`src/rtl/tdc_enc_pkg.sv`:
```
package tdc_enc_pkg;

  localparam int CODE_W  = 6;
  localparam int CAPID_W = 2;

  localparam logic [CODE_W-1:0] CODE_NOLOCK = 6'd61;
  localparam logic [CODE_W-1:0] CODE_ALLHI  = 6'd62;
  localparam logic [CODE_W-1:0] CODE_NOEDGE = 6'd63;

  typedef enum logic [1:0] {
    WK_TIME   = 2'd0,
    WK_NOLOCK = 2'd1,
    WK_ALLHI  = 2'd2,
    WK_NOEDGE = 2'd3
  } win_kind_e;

  // Map a window classification and a tap index to the output code.
  function automatic logic [CODE_W-1:0] kind_to_code(input win_kind_e k,
                                                     input logic [CODE_W-1:0] t);
    case (k)
      WK_NOLOCK: return CODE_NOLOCK;
      WK_ALLHI:  return CODE_ALLHI;
      WK_NOEDGE: return CODE_NOEDGE;
      default:   return t;
    endcase
  endfunction

  // Next capacitor ID: wraps modulo the phase count.
  function automatic logic [CAPID_W-1:0] capid_next(input logic [CAPID_W-1:0] c);
    return c + CAPID_W'(1);
  endfunction

endpackage

```
`src/rtl/tdc_rise_detect.sv`:
```
module tdc_rise_detect #(
  parameter int NTAPS = 50
) (
  input  logic [NTAPS-1:0] taps,
  input  logic             prev_last,
  output logic [NTAPS-1:0] rise
);
  // Tap 0 compares against the previous window's final tap.
  assign rise[0] = taps[0] & ~prev_last;

  for (genvar i = 1; i < NTAPS; i++) begin : g_rise
    assign rise[i] = taps[i] & ~taps[i-1];
  end
endmodule

```
`src/rtl/tdc_first_index.sv`:
```
module tdc_first_index #(
  parameter int NTAPS = 50,
  parameter int IDX_W = $clog2(NTAPS)
) (
  input  logic [NTAPS-1:0] rise,
  output logic             found,
  output logic [IDX_W-1:0] idx
);
  // Scan from the top so the lowest set bit wins.
  always_comb begin
    found = 1'b0;
    idx   = '0;
    for (int i = NTAPS - 1; i >= 0; i--) begin
      if (rise[i]) begin
        found = 1'b1;
        idx   = IDX_W'(i);
      end
    end
  end
endmodule

```
`src/rtl/tdc_code_select.sv`:
```
module tdc_code_select
  import tdc_enc_pkg::*;
#(
  parameter int NTAPS = 50,
  parameter int IDX_W = $clog2(NTAPS)
) (
  input  logic [NTAPS-1:0]  taps,
  input  logic              locked,
  input  logic              prev_last,
  input  logic              found,
  input  logic [IDX_W-1:0]  idx,
  output win_kind_e         kind,
  output logic [CODE_W-1:0] code
);
  logic all_hi;
  assign all_hi = &taps;

  // Priority: lock fault, held-high, first crossing, no crossing.
  always_comb begin
    if (!locked)                 kind = WK_NOLOCK;
    else if (all_hi && prev_last) kind = WK_ALLHI;
    else if (found)              kind = WK_TIME;
    else                         kind = WK_NOEDGE;
  end

  assign code = kind_to_code(kind, CODE_W'(idx));
endmodule

```
`src/rtl/tdc_phase_counter.sv`:
```
module tdc_phase_counter
  import tdc_enc_pkg::*;
(
  input  logic               clk,
  input  logic               rst,
  input  logic               adv,
  output logic [CAPID_W-1:0] phase
);
  always_ff @(posedge clk) begin
    if (rst)      phase <= '0;
    else if (adv) phase <= capid_next(phase);
  end
endmodule

```
`src/rtl/tdc_window_encoder.sv`:
```
module tdc_window_encoder
  import tdc_enc_pkg::*;
#(
  parameter int NTAPS = 50
) (
  input  logic               clk,
  input  logic               rst,
  input  logic               win_strobe,
  input  logic               dll_locked,
  input  logic [NTAPS-1:0]   taps,
  output logic [CODE_W-1:0]  tdc_code,
  output logic [CAPID_W-1:0] cap_id,
  output logic               code_valid
);
  localparam int IDX_W = $clog2(NTAPS);

  // Named internal events, visible to the bound checker.
  logic               hist_q;
  logic [NTAPS-1:0]   rise_vec;
  logic               first_found;
  logic [IDX_W-1:0]   first_idx;
  win_kind_e          win_kind;
  logic [CODE_W-1:0]  next_code;
  logic [CAPID_W-1:0] cap_cnt;

  tdc_rise_detect #(.NTAPS(NTAPS)) u_rise (
    .taps      (taps),
    .prev_last (hist_q),
    .rise      (rise_vec)
  );

  tdc_first_index #(.NTAPS(NTAPS), .IDX_W(IDX_W)) u_first (
    .rise  (rise_vec),
    .found (first_found),
    .idx   (first_idx)
  );

  tdc_code_select #(.NTAPS(NTAPS), .IDX_W(IDX_W)) u_sel (
    .taps      (taps),
    .locked    (dll_locked),
    .prev_last (hist_q),
    .found     (first_found),
    .idx       (first_idx),
    .kind      (win_kind),
    .code      (next_code)
  );

  tdc_phase_counter u_phase (
    .clk   (clk),
    .rst   (rst),
    .adv   (win_strobe),
    .phase (cap_cnt)
  );

  always_ff @(posedge clk) begin
    if (rst) begin
      hist_q     <= 1'b0;
      code_valid <= 1'b0;
      tdc_code   <= CODE_NOEDGE;
      cap_id     <= '0;
    end else begin
      code_valid <= win_strobe;
      if (win_strobe) begin
        hist_q   <= taps[NTAPS-1];
        tdc_code <= next_code;
        cap_id   <= cap_cnt;
      end
    end
  end
endmodule

```
`config.mk`:
```
export PLATFORM = sky130hd
export DESIGN_NAME = tdc_window_encoder
export DESIGN_NICKNAME = d
export VERILOG_FILES = /design/src/rtl/tdc_enc_pkg.sv /design/src/rtl/tdc_rise_detect.sv /design/src/rtl/tdc_first_index.sv /design/src/rtl/tdc_code_select.sv /design/src/rtl/tdc_phase_counter.sv /design/src/rtl/tdc_window_encoder.sv
export SDC_FILE = /design/constraint.sdc
export NUM_CORES = 1
export LEC_CHECK = 0
export ABC_AREA = 1
export BUFFER_PORTS_ARGS = -buffer_cell sky130_fd_sc_hd__buf_2
export CORE_ASPECT_RATIO = 1.4
export CORE_MARGIN = 2
export CORE_UTILIZATION = 55
export DETAILED_ROUTE_END_ITERATION = 8
export MAX_ROUTING_LAYER = met4
export PLACE_DENSITY = 0.83
export SKIP_LAST_GASP = 1
export SYNTH_ARGS = -nofsm -noshare
export SYNTH_HDL_FRONTEND = slang
export SYNTH_HIERARCHICAL = 1
export SYNTH_SLANG_ARGS = --single-unit
export TNS_END_PERCENT = 1
```
`constraint.sdc`:
```
create_clock -name clk -period 8.3 [get_ports clk]
set_clock_uncertainty 0.05 [all_clocks]
set_input_delay 2.49 -clock clk [delete_from_list [all_inputs] [get_ports clk]]
set_output_delay 2.49 -clock clk [all_outputs]
set_load 0.01 [all_outputs]
```
==> results of run 1 <==
## layout make-up
class | count | area share, %
clock buffers | 3 | 1.86
multi-input cells | 274 | 50.7
inverters | 113 | 20.4
repair buffers | 62 | 14.0
well taps | 39 | 2.20
flip-flops and latches | 12 | 10.8
## worst max-delay path: cells and delay by family
kind            cells  cell delay, ns
simple gates       50            2.51
compound gates      1            0.05
buf+inv             3            0.20
## flip-flops by register name, indices dropped and copies added (netlist names)
register / cells
u_phase/phase: 2
hist_q: 1
code_valid: 1
cap_id: 2
tdc_code: 6
## per-layer routing
metal	vias to the layer above	part of all wire [%]	track usage, %
li1	1262	-	-
met1	920	43	23.3
met2	49	53	48.3
met3	4	3.5	2.06
met4	0	0.67	3.70
met5	-	0	-
## metrics by stage
stage               area (um2)  hold slack, ns  setup WS (ns)  total power, mW  utilization, %
detailed placement        2180           0.391           2.91            0.156            69.0
finish                    2220           0.404           3.15            0.205            70.3
global route              2220           0.432           2.68            0.225            70.3
global placement          2180           0.387           2.99            0.154            69.0
floorplan                 1830           0.423           3.30            0.126               -
CTS                       2220           0.402           3.14            0.206            70.3
## worst min path at each step
stage	cells past startpoint	slack [ns]	start	to
6_report	2	0.40	tdc_code[5]	tdc_code[5]
5_1_grt	2	0.43	tdc_code[5]	tdc_code[5]
4_1_cts	2	0.40	tdc_code[5]	tdc_code[5]
3_5_place_dp	2	0.39	tdc_code[5]	tdc_code[5]
3_3_place_gp	2	0.39	tdc_code[1]	tdc_code[1]
2_1_floorplan	2	0.42	u_phase/phase[1]	u_phase/phase[1]
## report_power, final
group	switching (mW)	internal (mW)
sequential	0.00243	0.0619
combinational	0.0532	0.0374
clock	0.0180	0.0317
## layout by cell type, fill, tap and decap left out, drive strengths merged
master,n
buf,62
clkbuf,3
o31ai,1
o21bai,1
nand3,12
dfxtp,12
a21oi,5
nor2,108
or2,1
nand2,135
a211oi,1
nor4,3
a21boi,1
a31oi,2
nand4,1
a311oi,1
inv,111
bufinv,2
nor3,2
==> flow_summary.toml, run 1 <==
[floorplanning]
die-area_um2 = 3810
ios = 63
initial_core_util_pct = 58.0
die_y_um = 72.2
core_area_um2 = 3150
row_count = 24
die_w_um = 52.7

[timing]
setup_tns_ns = 0
slew_violations = 0
worst_pin_slew_ns = 0.512
setup_viol_count_final = 0
hold_viol = 0
relSlewSlack_pct = 65.5
finalCriticalPeriod_ns = 5.15
fmax_mhz = 194
finalCritPeriodShare_pct = 62.1
rsz0062_at_grt = "false"

[worst_setup_path]
critPathLaunchType = "primary input"
cp.arrival_ns = 5.21
startpoint = "taps[48]"
reg2reg_to = "tdc_code[0]"
r2r_slack_ns = 6.60
slowest_stage = "nor2_1"
max_stage_delay_ns = 0.11
worstSetupEndpointType = "flip-flop"
endpoint = "tdc_code[0]"
reg2regPathDepth = 11
r2r-start = "hist_q"
path_class = "primary input to flip-flop"
worstPathMaxFanout = 3
crit_required_ns = 8.36
crit_path_frequent_cell = "nand2_1"

[detailed_routing]
drt_pre_antenna_iters = 4
wirelength_mm = 4.06
ant_nets = 0
routed-via-count = 2235
vias_per_cell = 4.44
dr.first_iter.drc_count = 26
post_drt_wl_per_cell_um = 8.07
drcViolationCount = 0

[flow_run]
cap_violations = 0

[cells_and_area]
n_antenna_cell = 0
layout.cells.non_filler = 503
regArea_um2 = 240
fill_cells = 354
drive_above_1_share_pct = 19.2
area_growth_pct = 21.3
fin_nets = 520
multiInputGateArea_um2 = 1120

[clock_network]
postCtsResizedCells = 0
cts_tree = "yes"
clk_pin_slew_ns = 0.05
clock-sinks = 12
clockBufferDepth = 2
postCtsSetupRepairBufs = 0
root_buffer = "clkbuf_8"
ctsHoldBuffers = 0
clk_latency_ns = 0.23
cts-htree-levels = 1
cts_buffers = 3

[grt]
gr-total-overflow = 0
grt_pass1_vias = 2053
grt_max_degree = 18
grt_pass1_wl_mm = 7.07
grt_util_all_layers_pct = 23.7
grt_antenna_before_repair = 0

[power_and_ir_drop]
vdd_ir_drop_max_mv = 0.0918
cellLeakagePower_nw = 1.45
powerDensity_nw_per_um2 = 92.3

[yosys]
avgSynthCellArea_um2 = 4.57
synthCells = 400
synth_warnings = 6
synth_area_um2 = 1830
synthesis.nets = 454

[outcome]
status = "finished, final reports clean"

[place]
io_buffers = 62
hpwlAfterDp_mm = 3.50
gp_congestion = 0.786
post-place-cells = 500

[hold_path]
worst_hold_path_type = "flip-flop to flip-flop"
No activity file was read; power rests on OpenSTA's default activity.
==> run 2: changes to the inputs <==
--- a/config.mk
+++ b/config.mk
@@ -5,14 +5,14 @@
 export SDC_FILE = /design/constraint.sdc
 export NUM_CORES = 1
 export LEC_CHECK = 0
-export ABC_AREA = 1
+export ABC_AREA = 0
 export BUFFER_PORTS_ARGS = -buffer_cell sky130_fd_sc_hd__buf_2
 export CORE_ASPECT_RATIO = 1.4
 export CORE_MARGIN = 2
-export CORE_UTILIZATION = 55
+export CORE_UTILIZATION = 50
 export DETAILED_ROUTE_END_ITERATION = 8
 export MAX_ROUTING_LAYER = met4
-export PLACE_DENSITY = 0.83
+export PLACE_DENSITY = 0.78
 export SKIP_LAST_GASP = 1
 export SYNTH_ARGS = -nofsm -noshare
 export SYNTH_HDL_FRONTEND = slang
==> constraint.sdc (replaced) <==
create_clock -name clk -period 4.8 [get_ports clk]
set_clock_uncertainty 0.05 [all_clocks]
set_input_delay 1.44 -clock clk [delete_from_list [all_inputs] [get_ports clk]]
set_output_delay 1.44 -clock clk [all_outputs]
set_load 0.01 [all_outputs]
==> run 2 against run 1 <==
Via count down 13%; flip-flop and latch count did not move; sequential share of layout area is 0.70 points higher; worst hold slack improved by 0.040 ns; critical path type unchanged; routed wire length increased by 8.1%; die area up 1.2%; non-clock buffer count stayed put; first-iteration DRC count increased by 77%; combinational power up 66%; global-route usage grew 0.49 points; power grew 81%.
==> flow_summary.toml, run 2 <==
[outcome]
status = "finished, final reports clean"

[clock_network]
root_buffer = "clkbuf_8"
ctsHoldBuffers = 0
clk_latency_ns = 0.24
cts-htree-levels = 1
clk_pin_slew_ns = 0.05
clockBufferDepth = 2
clock-sinks = 12
cts_buffers = 3
cts_tree = "yes"
postCtsSetupRepairBufs = 0
postCtsResizedCells = 0

[grt]
met2_usage_pct = 45.6
grt_antenna_before_repair = 0
grt_util_all_layers_pct = 24.1
grt_pass1_wl_mm = 7.00
grt_pass1_vias = 1734
top_usage_layer = "met2"
met1_usage_pct = 25.9
met3_usage_pct = 1.43
grt_max_degree = 20
gr-total-overflow = 0

[worst_setup_path]
max_stage_delay_ns = 0.49
path_buf_inv = 2
cp_top_family = "compound AO/OA/AOI/OAI gates"
cp_cell_sequence = "buf_2 -> and2b_2 -> inv_1 -> a2111oi_1 -> and4_1 -> a211o_1 -> a211oi_2 -> nand2b_1 -> a21o_1 -> a211o_2"
reg2regPathDepth = 9
crit_required_ns = 4.88
path_class = "primary input to flip-flop"
worstSetupEndpointType = "flip-flop"
worstPathMaxFanout = 4
cp.depth = 10
slowest_stage = "a2111oi_1"
critPathLaunchType = "primary input"
cp.arrival_ns = 3.39

[floorplanning]
initial_core_util_pct = 53.4
die-area_um2 = 3850
die_y_um = 72.6
die_w_um = 53.0
row_count = 24
core_area_um2 = 3150
ios = 63

[cells_and_area]
n_antenna_cell = 0
area_growth_pct = 23.7
finish.utilization_pct = 66.0
layout_commonest_cell = "buf_2"
largest_register_ffs = 6
drive_above_1_share_pct = 43.0
top_regs = "tdc_code: 6 flops, cap_id: 2 flops, u_phase/phase: 2 flops"
fill_cells = 325
top_register = "tdc_code"
final_cell_mix = "62 x buf_2, 49 x and2b_2, 26 x nor2_1, 16 x nor4_1, 13 x nand4_1"
fin_nets = 348

[timing]
worst_pin_slew_ns = 0.545
slew_violations = 0
fmax_mhz = 302
hold_viol = 0
setup_viol_count_final = 0
finalCritPeriodShare_pct = 69.0
finalCriticalPeriod_ns = 3.31
timing.hold.ws_ns = 0.444
relSlewSlack_pct = 63.3
setup_tns_ns = 0
rsz0062_at_grt = "false"

[power_and_ir_drop]
seq_power_share_pct = 29.8
vdd_ir_drop_max_mv = 0.163
powerDensity_nw_per_um2 = 178
switchingPower_mw = 0.118
p_sw_share_pct = 32.0
clock_power_share_pct = 29.5
p_total_mw = 0.371
cellLeakagePower_nw = 0.933
p_int_mw = 0.252
combPwrFrac_pct = 40.6

[yosys]
synth_warnings = 6
avgSynthCellArea_um2 = 7.35
synthesis.nets = 283
synth_area_um2 = 1680
synthCells = 229

[detailed_routing]
wirelength_mm = 4.39
ant_nets = 0
post_drt_wl_per_cell_um = 13.2
routed-via-count = 1944
drt_pre_antenna_iters = 4
vias_per_cell = 5.86
dr.first_iter.drc_count = 46
drcViolationCount = 0

[place]
io_buffers = 62
hpwlAfterDp_mm = 3.72
gp_congestion = 0.909

[hold_path]
whs_path_depth = 2
worst_hold_path_type = "flip-flop to flip-flop"

[flow_run]
cap_violations = 0
-- run 2: power by group through the flow --
stage                     Combinational, mW  Clock (mW)  Sequential (mW)
after floorplan                      0.0949           0            0.115
after global placement                0.147           0            0.112
after detailed placement              0.148           0            0.113
after CTS                             0.150       0.113            0.111
after global routing                  0.167       0.118            0.111
final                                 0.150       0.109            0.111
-- run 2: worst paths after layout --
kind            endpoint       from  slack (ns)
max reg2reg  tdc_code[2]     hist_q        2.96
min            cap_id[0]  cap_id[0]        0.44
max          tdc_code[0]   taps[29]        1.49
min reg2reg    cap_id[0]  cap_id[0]        0.44
-- run 2: worst min-delay path, stage by stage, from the launching register on --
cell	delay [ns]
dfxtp_1	0.32
mux2i_1	0.07
nor2_1	0.07
-- run 2: cell type report --
| type | count | area [um2] | share of cell area (%) |
|---|---|---|---|
| Multi-Input combinational cell | 205 | 1390 | 66.8 |
| Timing Repair Buffer | 62 | 310 | 14.9 |
| Sequential cell | 12 | 240 | 11.5 |
| Clock buffer | 4 | 55.1 | 2.64 |
| Tap cell | 39 | 48.8 | 2.34 |
| Inverter | 10 | 37.5 | 1.80 |
-- run 2: layer usage --
layer	part of all wire (%)	up-vias
met5	0	-
met4	2.1	0
met3	4.1	7
met2	52	57
met1	42	900
li1	-	980
-- run 2: per-stage QoR --
step                      setup slack, ns  cells  instance area, um2
after floorplan                      1.53    229                1680
after global placement               1.29    328                2030
after detailed placement             1.26    328                2030
after CTS                            1.50    332                2080
after global routing                 1.36    332                2080
final                                1.49    332                2080
==> run 3: changes to the inputs <==
==> constraint.sdc (replaced) <==
create_clock -name clk -period 3.21 [get_ports clk]
set_clock_uncertainty 0.05 [all_clocks]
set_input_delay 0.963 -clock clk [delete_from_list [all_inputs] [get_ports clk]]
set_output_delay 0.963 -clock clk [all_outputs]
set_load 0.01 [all_outputs]
==> run 3 against run 2 <==
Critical path depth is the same; clock power is 51% higher; register-to-register slack worse by 1.6 ns; largest power group unchanged; highest routed layer unchanged.
==> flow_summary.toml, run 3 (synthesized netlist as in run 2, its figures left out) <==
[cells_and_area]
n_antenna_cell = 0
finish.utilization_pct = 66.0
fin_nets = 348
top_regs = "tdc_code: 6 flops, cap_id: 2 flops, u_phase/phase: 2 flops"
area_growth_pct = 23.7
layout.cells.non_filler = 332
fill_cells = 335
final_cell_mix = "62 x buf_2, 49 x and2b_2, 26 x nor2_1, 16 x nor4_1, 13 x nand4_1"
drive_above_1_share_pct = 43.0
largest_register_ffs = 6
layout_commonest_cell = "buf_2"
top_register = "tdc_code"

[detailed_routing]
post_drt_wl_per_cell_um = 13.3
drt_pre_antenna_iters = 5
ant_nets = 0
wirelength_mm = 4.40
dr.first_iter.drc_count = 32
drcViolationCount = 0
routed-via-count = 1920
vias_per_cell = 5.78

[floorplanning]
ios = 63
die_w_um = 53.0
core_area_um2 = 3150
die_y_um = 72.6
die-area_um2 = 3850
initial_core_util_pct = 53.4
row_count = 24

[clock_network]
clock-sinks = 12
cts_tree = "yes"
cts-htree-levels = 1
clk_pin_slew_ns = 0.05
cts_buffers = 3
root_buffer = "clkbuf_8"
postCtsResizedCells = 0
postCtsSetupRepairBufs = 0
clockBufferDepth = 2
ctsHoldBuffers = 0
clk_latency_ns = 0.24

[hold_path]
worst_hold_path_type = "flip-flop to flip-flop"
whs_path_depth = 2
hp-start = "cap_id[0]"
hold_path_end = "cap_id[0]"

[worst_setup_path]
worstPathMaxFanout = 4
r2r_slack_ns = 1.34
critPathLaunchType = "primary input"
r2r-start = "hist_q"
crit_required_ns = 3.29
reg2reg_to = "tdc_code[2]"
cp.arrival_ns = 2.94
worstSetupEndpointType = "flip-flop"
reg2regPathDepth = 9
path_class = "primary input to flip-flop"

[outcome]
status = "finished, final reports clean"

[place]
post-place-cells = 328
hpwlAfterDp_mm = 3.72
io_buffers = 62
gp_congestion = 0.909

[timing]
finalCriticalPeriod_ns = 2.86
worst_pin_slew_ns = 0.542
slew_violations = 0
hold_viol = 0
setup_viol_count_final = 0
fmax_mhz = 350
rsz0062_at_grt = "false"
finalCritPeriodShare_pct = 89.0
setup_tns_ns = 0
relSlewSlack_pct = 63.5

[grt]
grt_pass1_vias = 1734
grt_util_all_layers_pct = 24.1
grt_max_degree = 20
grt_pass1_wl_mm = 7.00
gr-total-overflow = 0
grt_antenna_before_repair = 0

[flow_run]
cap_violations = 0

[power_and_ir_drop]
cellLeakagePower_nw = 0.933
vdd_ir_drop_max_mv = 0.240
powerDensity_nw_per_um2 = 267
==> run 3: cell counts in the layout (fill, tap and decap cells not counted) <==
No cell type changed its count.
==> run 3: worst max-delay path: stages <==
cell and delay [ns]:
buf_2 0.11, and2b_2 0.23, inv_1 0.04, a2111oi_1 0.50, and4_1 0.26, a211o_1 0.12
a211oi_2 0.06, nand2b_1 0.15, a21o_1 0.18, a211o_2 0.32
==> run 3: area by class of cell <==
cell class	count	area (um2)	area share, %
Multi-Input combinational cell	205	1390	66.8
Clock buffer	4	55.1	2.64
Inverter	10	37.5	1.80
Sequential cell	12	240	11.5
Timing Repair Buffer	62	310	14.9
Tap cell	39	48.8	2.34
==> run 3: worst max path at each step <==
stage / start / to / slack [ns]
finish: taps[29] / tdc_code[0] / 0.35
global route: taps[29] / tdc_code[0] / 0.21
CTS: taps[29] / tdc_code[0] / 0.37
detailed placement: taps[29] / tdc_code[0] / 0.12
global placement: taps[29] / tdc_code[0] / 0.17
floorplan: taps[29] / tdc_code[0] / 0.41
==> run 3: routing by layer <==
metal	vias to the layer above	global-route usage (%)	share of wire (%)
li1	983	-	-
met1	879	25.9	42
met2	52	45.3	53
met3	6	1.43	3.7
met4	0	7.98	1.8
met5	-	-	0
==> run 3: per-stage QoR <==
step / total power, mW / cell area [um2] / setup slack, ns / hold WS [ns]
after CTS: 0.558 / 2080 / 0.372 / 0.452
final: 0.556 / 2080 / 0.352 / 0.445
after global routing: 0.593 / 2080 / 0.210 / 0.474
after global placement: 0.388 / 2030 / 0.172 / 0.419
after detailed placement: 0.390 / 2030 / 0.120 / 0.440
after floorplan: 0.313 / 1680 / 0.415 / 0.422
==> run 3: report_power, final <==
part           switching, mW  internal (mW)  total, mW
registers            0.00570          0.160      0.165
logic                  0.116          0.109      0.225
clock network         0.0570          0.108      0.165
total                  0.179          0.377      0.556
